File: src/rtl/smb_scl_timeout.sv
module smb_scl_timeout #(
  parameter int CLK_KHZ    = 200000,
  parameter int TIMEOUT_MS = 30
) (
  input  logic clk,
  input  logic rst_n,
  input  logic scl_i,
  input  logic sda_i,
  input  logic ctl_en,
  input  logic smb_en,
  input  logic master_mode,
  input  logic addr_miss,
  input  logic tmo_ie,
  input  logic tmo_clr,
  output logic tmo_flag,
  output logic tmo_irq,
  output logic release_req,
  output logic engaged
);
  localparam int LIMIT = CLK_KHZ * TIMEOUT_MS;
  localparam int CW    = $clog2(LIMIT + 1);

  logic [1:0] scl_sy, sda_sy;
  logic       scl_q, sda_q;
  logic [CW-1:0] cnt;

  wire scl_s2   = scl_sy[1];
  wire sda_s2   = sda_sy[1];
  wire start_c  = scl_s2 & scl_q & sda_q & ~sda_s2;
  wire stop_c   = scl_s2 & scl_q & ~sda_q & sda_s2;
  wire slave_on = ctl_en & ~master_mode;
  wire run      = engaged & smb_en & slave_on & ~scl_s2;
  wire hit      = run & (cnt == CW'(LIMIT - 1));

  always_ff @(posedge clk or negedge rst_n) begin
    if (!rst_n) begin
      scl_sy <= 2'b11;
      sda_sy <= 2'b11;
      scl_q  <= 1'b1;
      sda_q  <= 1'b1;
    end else begin
      scl_sy <= {scl_sy[0], scl_i};
      sda_sy <= {sda_sy[0], sda_i};
      scl_q  <= scl_s2;
      sda_q  <= sda_s2;
    end
  end

  always_ff @(posedge clk or negedge rst_n) begin
    if (!rst_n)                  engaged <= 1'b0;
    else if (!slave_on)          engaged <= 1'b0;
    else if (start_c)            engaged <= 1'b1;
    else if (stop_c | addr_miss) engaged <= 1'b0;
  end

  always_ff @(posedge clk or negedge rst_n) begin
    if (!rst_n)                   cnt <= '0;
    else if (!run)                cnt <= '0;
    else if (cnt != CW'(LIMIT))   cnt <= cnt + 1'b1;
  end

  always_ff @(posedge clk or negedge rst_n) begin
    if (!rst_n)       tmo_flag <= 1'b0;
    else if (hit)     tmo_flag <= 1'b1;
    else if (tmo_clr) tmo_flag <= 1'b0;
  end

  assign tmo_irq     = tmo_flag & tmo_ie;
  assign release_req = ~ctl_en;
endmodule


File: config.mk
export PLATFORM = sky130hd
export DESIGN_NAME = smb_scl_timeout
export DESIGN_NICKNAME = d
export VERILOG_FILES = /design/src/rtl/smb_scl_timeout.sv
export SDC_FILE = /design/constraint.sdc
export NUM_CORES = 1
export LEC_CHECK = 0
export ABC_CLOCK_PERIOD_IN_PS = 3000
export BUFFER_PORTS_ARGS = -buffer_cell sky130_fd_sc_hd__buf_2
export CAP_MARGIN = 5
export CORE_MARGIN = 8
export CORE_UTILIZATION = 50
export CTS_BUF_LIST = sky130_fd_sc_hd__clkbuf_16
export CTS_CLUSTER_DIAMETER = 150
export DETAILED_ROUTE_END_ITERATION = 6
export GPL_TIMING_DRIVEN = 0
export PLACE_DENSITY = 0.69
export SLEW_MARGIN = 20
export SYNTH_ARGS = -nofsm -noshare
export SYNTH_HDL_FRONTEND = slang
export SYNTH_SLANG_ARGS = --single-unit
File: constraint.sdc
create_clock -name clk -period 3 [get_ports clk]
set_clock_uncertainty 0.2 [all_clocks]
set_input_delay 0.15 -clock clk [delete_from_list [all_inputs] [get_ports clk]]
set_output_delay 0.15 -clock clk [all_outputs]
set_load 0.02 [all_outputs]
## After elaboration in Yosys (flattened, before gate mapping)

Index checks and enable logic that the tools add are counted.

| storage, ports and cells | value |
|---|---|
| logic and storage cells | 37 |
| input bits | 10 |
| register bits after elaboration | 31 |

| operators by class | value |
|---|---|
| equal/unequal tests | 4 |
| $add $sub $neg | 1 |
| mux-type cells | 7 |
| reductions and logical operators | 1 |
| bitwise logic cells | 17 |

Operators with widths:

| operator | count |
|---|---|
| $mux W23 | 2 |
| $add A23 B1 Y23 const B | 1 |
| $eq A23 B23 Y1 const B | 1 |
| $ne A23 B23 Y1 const B | 1 |
| $and A1 B1 Y1 | 11 |
| $mux W1 | 5 |
| $not A1 Y1 | 5 |
| $ne A3 B2 Y1 const B | 1 |
| $ne A2 B1 Y1 const B | 1 |
| $reduce_bool A2 Y1 | 1 |
| $or A1 B1 Y1 | 1 |

## Longest topological paths before layout

| logic depth | value |
|---|---|
| depth in word-level cells | 7 |
| gate-level depth with buffers | 6 |
| gate-level depth less buffers | 5 |

## Worst setup path after synthesis

OpenSTA, ideal clock, no wires.

| path | value |
|---|---|
| path kind | reg-to-reg |
| start point | register cnt[1] |
| end point | register cnt[18] |
| setup slack | 1.047 ns |
| stages on the path, launching flop included | 7 |
| period minus slack after synthesis | 1.953 ns |
| required time | 2.722 ns |
| arrival time | 1.675 ns |
| path through | dfrtp_1 ha_1 nand2_1 or2_1 buf_6 or4_1 a21oi_1 |

| on the way | value |
|---|---|
| cells in the longest elaborated chain, start to end | 3 |
| elaborated cells on any way between the ends | 5 |
| classes of those cells | add/sub: 1; eq/ne: 2; mux: 2 |

RTL lines:

| element | line | RTL |
|---|---|---|
| start: declaration | 25 | `logic [CW-1:0] cnt;` |
| start signal: assignment | 59 | `else if (cnt != CW'(LIMIT)) cnt <= cnt + 1'b1;` |
| $add A23 B1 Y23 | 59 |  |
| $mux W23 | 59 |  |
| $mux W23 | 58 | `else if (!run) cnt <= '0;` |

Several ways; a longest one is shown, not always the timed one. The select of a mux whose other input is x is not followed.
A chain may end at the register's enable or synchronous reset.

## Worst setup path in the final report

| path | value |
|---|---|
| start point | register cnt[0] |
| end point | register cnt[22] |

The elaborated chain is that of the path after synthesis.

==> impl_results.md <==
- DR vias: 1267
- Status: finished, final reports clean
- Maximum clock frequency: 460 MHz
- Slew Viols, Final: 0
- IO Pins: 14
- Largest net degree at the start of global routing: 32
- Sink Count: 31
- Synth top area share: 40.1%
- Most common cell in the netlist: dfrtp_1
- CTS Buf Count: 5
- H-Tree Depth: 2
- R2R cell count: 6
- Syn-to-layout area delta: 19.5%
- RePlAce Congestion: 0.794
- Sum Neg Setup Slack: 0 ps
- TritonRoute pass-1 iters: 4
- Synth cell types: 35
- Critical path type: reg2reg
- Crit path max fanout: 10
- Number of setup buffers added after CTS: 0
- Yosys warns: 0
- DRC Markers: 0
- Final Hold Fails: 0
- Sequential-to-total area share from yosys stat: 50.2%
- Area leader, netlist: dfrtp_1
- Crit path capture: cnt[22]
- Ys flop type: dfrtp_1
- Post-DR vias/cell: 5.84
- Nature of the critical path endpoint: register
- R2R setup slack: between 800 and 900 ps
- Row count: 20
- Crit path arrival time: 2170 ps
- R2r endpoint: cnt[22]
- Dominant cells by area after synthesis: dfrtp_1 (40%), dfstp_2 (10%), xnor2_1 (4.5%), or4_1 (4.3%), a21oi_1 (3.8%)
- Pwr Density: 496 mW/mm^2
- Clock-pin slew on the worst setup and hold paths: roughly 50 ps
- Total track usage: 15.5%
- Clock period minus worst slack: 2170 ps
- Die X: 71.9 um
- CP Launch Type: register
- Initial antenna violation count: 0
- Clock root buffer: clkbuf_16
- CTS tree: done
- Worst r2r src: cnt[0]
- Clock Latency Late Sink: 280 ps
- Number of enable flip-flop cells after synthesis: 0
- Vias in the first global route: 1359
- Drt total wl: 3.48 mm
- Slew Limit Headroom: 54.4%
- Core area: 0.00300 sq mm
- Gr ovfl total: 0
- Top cells by count, synth: dfrtp_1 (25), a21oi_1 (12), nor2_1 (12)
- Resized cells post-CTS: 0
- Worst path cell trace: ha_1 -> nand2_1 -> or2_1 -> buf_6 -> or4_1 -> a21oi_1
- Period utilization: 72.5%
- Async SR Flop Fraction: 100%
- Crit path launch: cnt[0]
- Post-synthesis instance area: around 0.0016 sq mm
- First-pass GRT wire length: 6.15 mm
- Final setup fails: 0
- Slowest CP cell: or4_1
- Syn_nets: 169
- Share of cells above drive strength 1: between 10% and 20%
- Critical Path Max Stage Delay: 490 ps
- Max-Cap Viols: 0
- Longest Clk Path Bufs: 2
- Crit path required time: roughly 3000 ps
- Unrepaired setup endpoints after global routing: no
- Die height: between 70 and 80 um
- NumNets Final: 195
- Hold bufs inserted after CTS: 6
- Antenna Nets Post-Route: 0
- Die Footprint: 0.00516 sq mm
- Final HPWL DP: between 2 and 2.5 mm
- Worst-case vdd ir drop: 418 uV
- Initial Util: 52.0%
- Iteration-0 DRC Markers: 108
- Leak Pwr: 0.728 nW
- Number of synthesized register bits: 31
- Port bufs: 13
- Average size of a mapped cell: between 9 and 10 sq um
- Hold WC Path Type: reg2reg
- Post-Syn Instances: 157
- Minimum hold slack: 155 ps
- Worst Tran Pin Value: 684 ps
- WL/cell: 16.0 um
- Antenna cells: 0
## area by class of cell
class                           count  area [sq um]
Fill cell                         253          1140
Buffer                              7          36.3
Sequential cell                    31           783
Multi-Input combinational cell    111           711
Clock inverter                      3          12.5
Timing Repair Buffer               19           125
Tap cell                           33          41.3
Clock buffer                        5           125
Inverter                            8          30.0
## layout by cell type, fill, tap and decap left out, types with 2 or more instances in the layout
| master | netlist | final |
|---|---|---|
| a21oi_1 | 12 | 12 |
| and2_1 | 2 | 2 |
| and3_1 | 2 | 2 |
| and4_1 | 4 | 4 |
| buf_2 | 1 | 14 |
| clkbuf_1 | 4 | 4 |
| clkbuf_16 | 0 | 5 |
| dfrtp_1 | 25 | 25 |
| dfstp_2 | 6 | 6 |
| dlygate4sd3_1 | 0 | 6 |
| ha_1 | 2 | 2 |
| inv_1 | 8 | 9 |
| nand2_1 | 7 | 7 |
| nand3_1 | 9 | 9 |
| nand4_1 | 4 | 4 |
| nor2_1 | 12 | 12 |
| nor3_1 | 8 | 8 |
| nor4_1 | 3 | 3 |
| o21ai_0 | 4 | 4 |
| o31ai_1 | 8 | 8 |
| or2_1 | 2 | 2 |
| or3_1 | 2 | 2 |
| or4_1 | 9 | 9 |
| xnor2_1 | 8 | 8 |
| xor2_1 | 3 | 3 |
## registers in the layout, summed over array words and instances, names as in the netlist
name and count:
cnt 23, tmo_flag 1, scl_q 1, scl_sy 2, sda_sy 2, engaged 1, sda_q 1
## per-layer routing
metal  share of wire, %  wire [um]  track usage (%)
met1                 43       1510             16.5
met2                 52       1800             26.8
met3                3.0        103             4.32
met4                1.7         59             8.62
met5                  0          0                0
## critical path: cells and delay by family, from the launching register on
kind | cells | cell delay [ps]
simple gates | 3 | 880
compound gates | 1 | 160
flops | 1 | 450
fa+ha+maj | 1 | 260
buf+inv | 1 | 150
## logic make-up (layout without fill, tap and decap cells)
kind of cell	count (synthesis)	after routing	synth area share, %
adders and majority gates	2	2	1.60
DFF	31	31	50.2
AOI/OAI and AO/OA	27	27	10.5
and+or+nand+nor	71	71	27.3
xor gates and xnor gates	11	11	6.18
buffers and inverters	15	42	4.25
## stage by stage
step	instances	power [mW]	utilization (%)	cell area, sq um	setup WS, ps
final	217	0.924	62.1	1860	826
after global routing	217	0.948	62.1	1860	660
after CTS	217	0.935	62.1	1860	841
after detailed placement	203	0.453	55.5	1670	855
after global placement	203	0.452	55.5	1670	864
after floorplan	157	0.437	-	1560	1050
## power breakdown
group          internal (mW)  total, mW  switching, mW  leakage (nW)
Clock                  0.299      0.472          0.173        0.0724
Combinational        0.00982     0.0226         0.0127         0.243
Sequential             0.426      0.429        0.00256         0.413
## worst min path at each step
stage | slack, ps | cells past startpoint | endpoint | startpoint
floorplan | -350 | 0 | cnt[0] | rst_n
global placement | 20 | 1 | cnt[12] | rst_n
detailed placement | 30 | 1 | cnt[12] | rst_n
CTS | 160 | 0 | sda_sy[1] | sda_sy[0]
global route | 160 | 0 | sda_sy[1] | sda_sy[0]
finish | 160 | 0 | sda_sy[1] | sda_sy[0]
(Power assumes the default switching activity.)
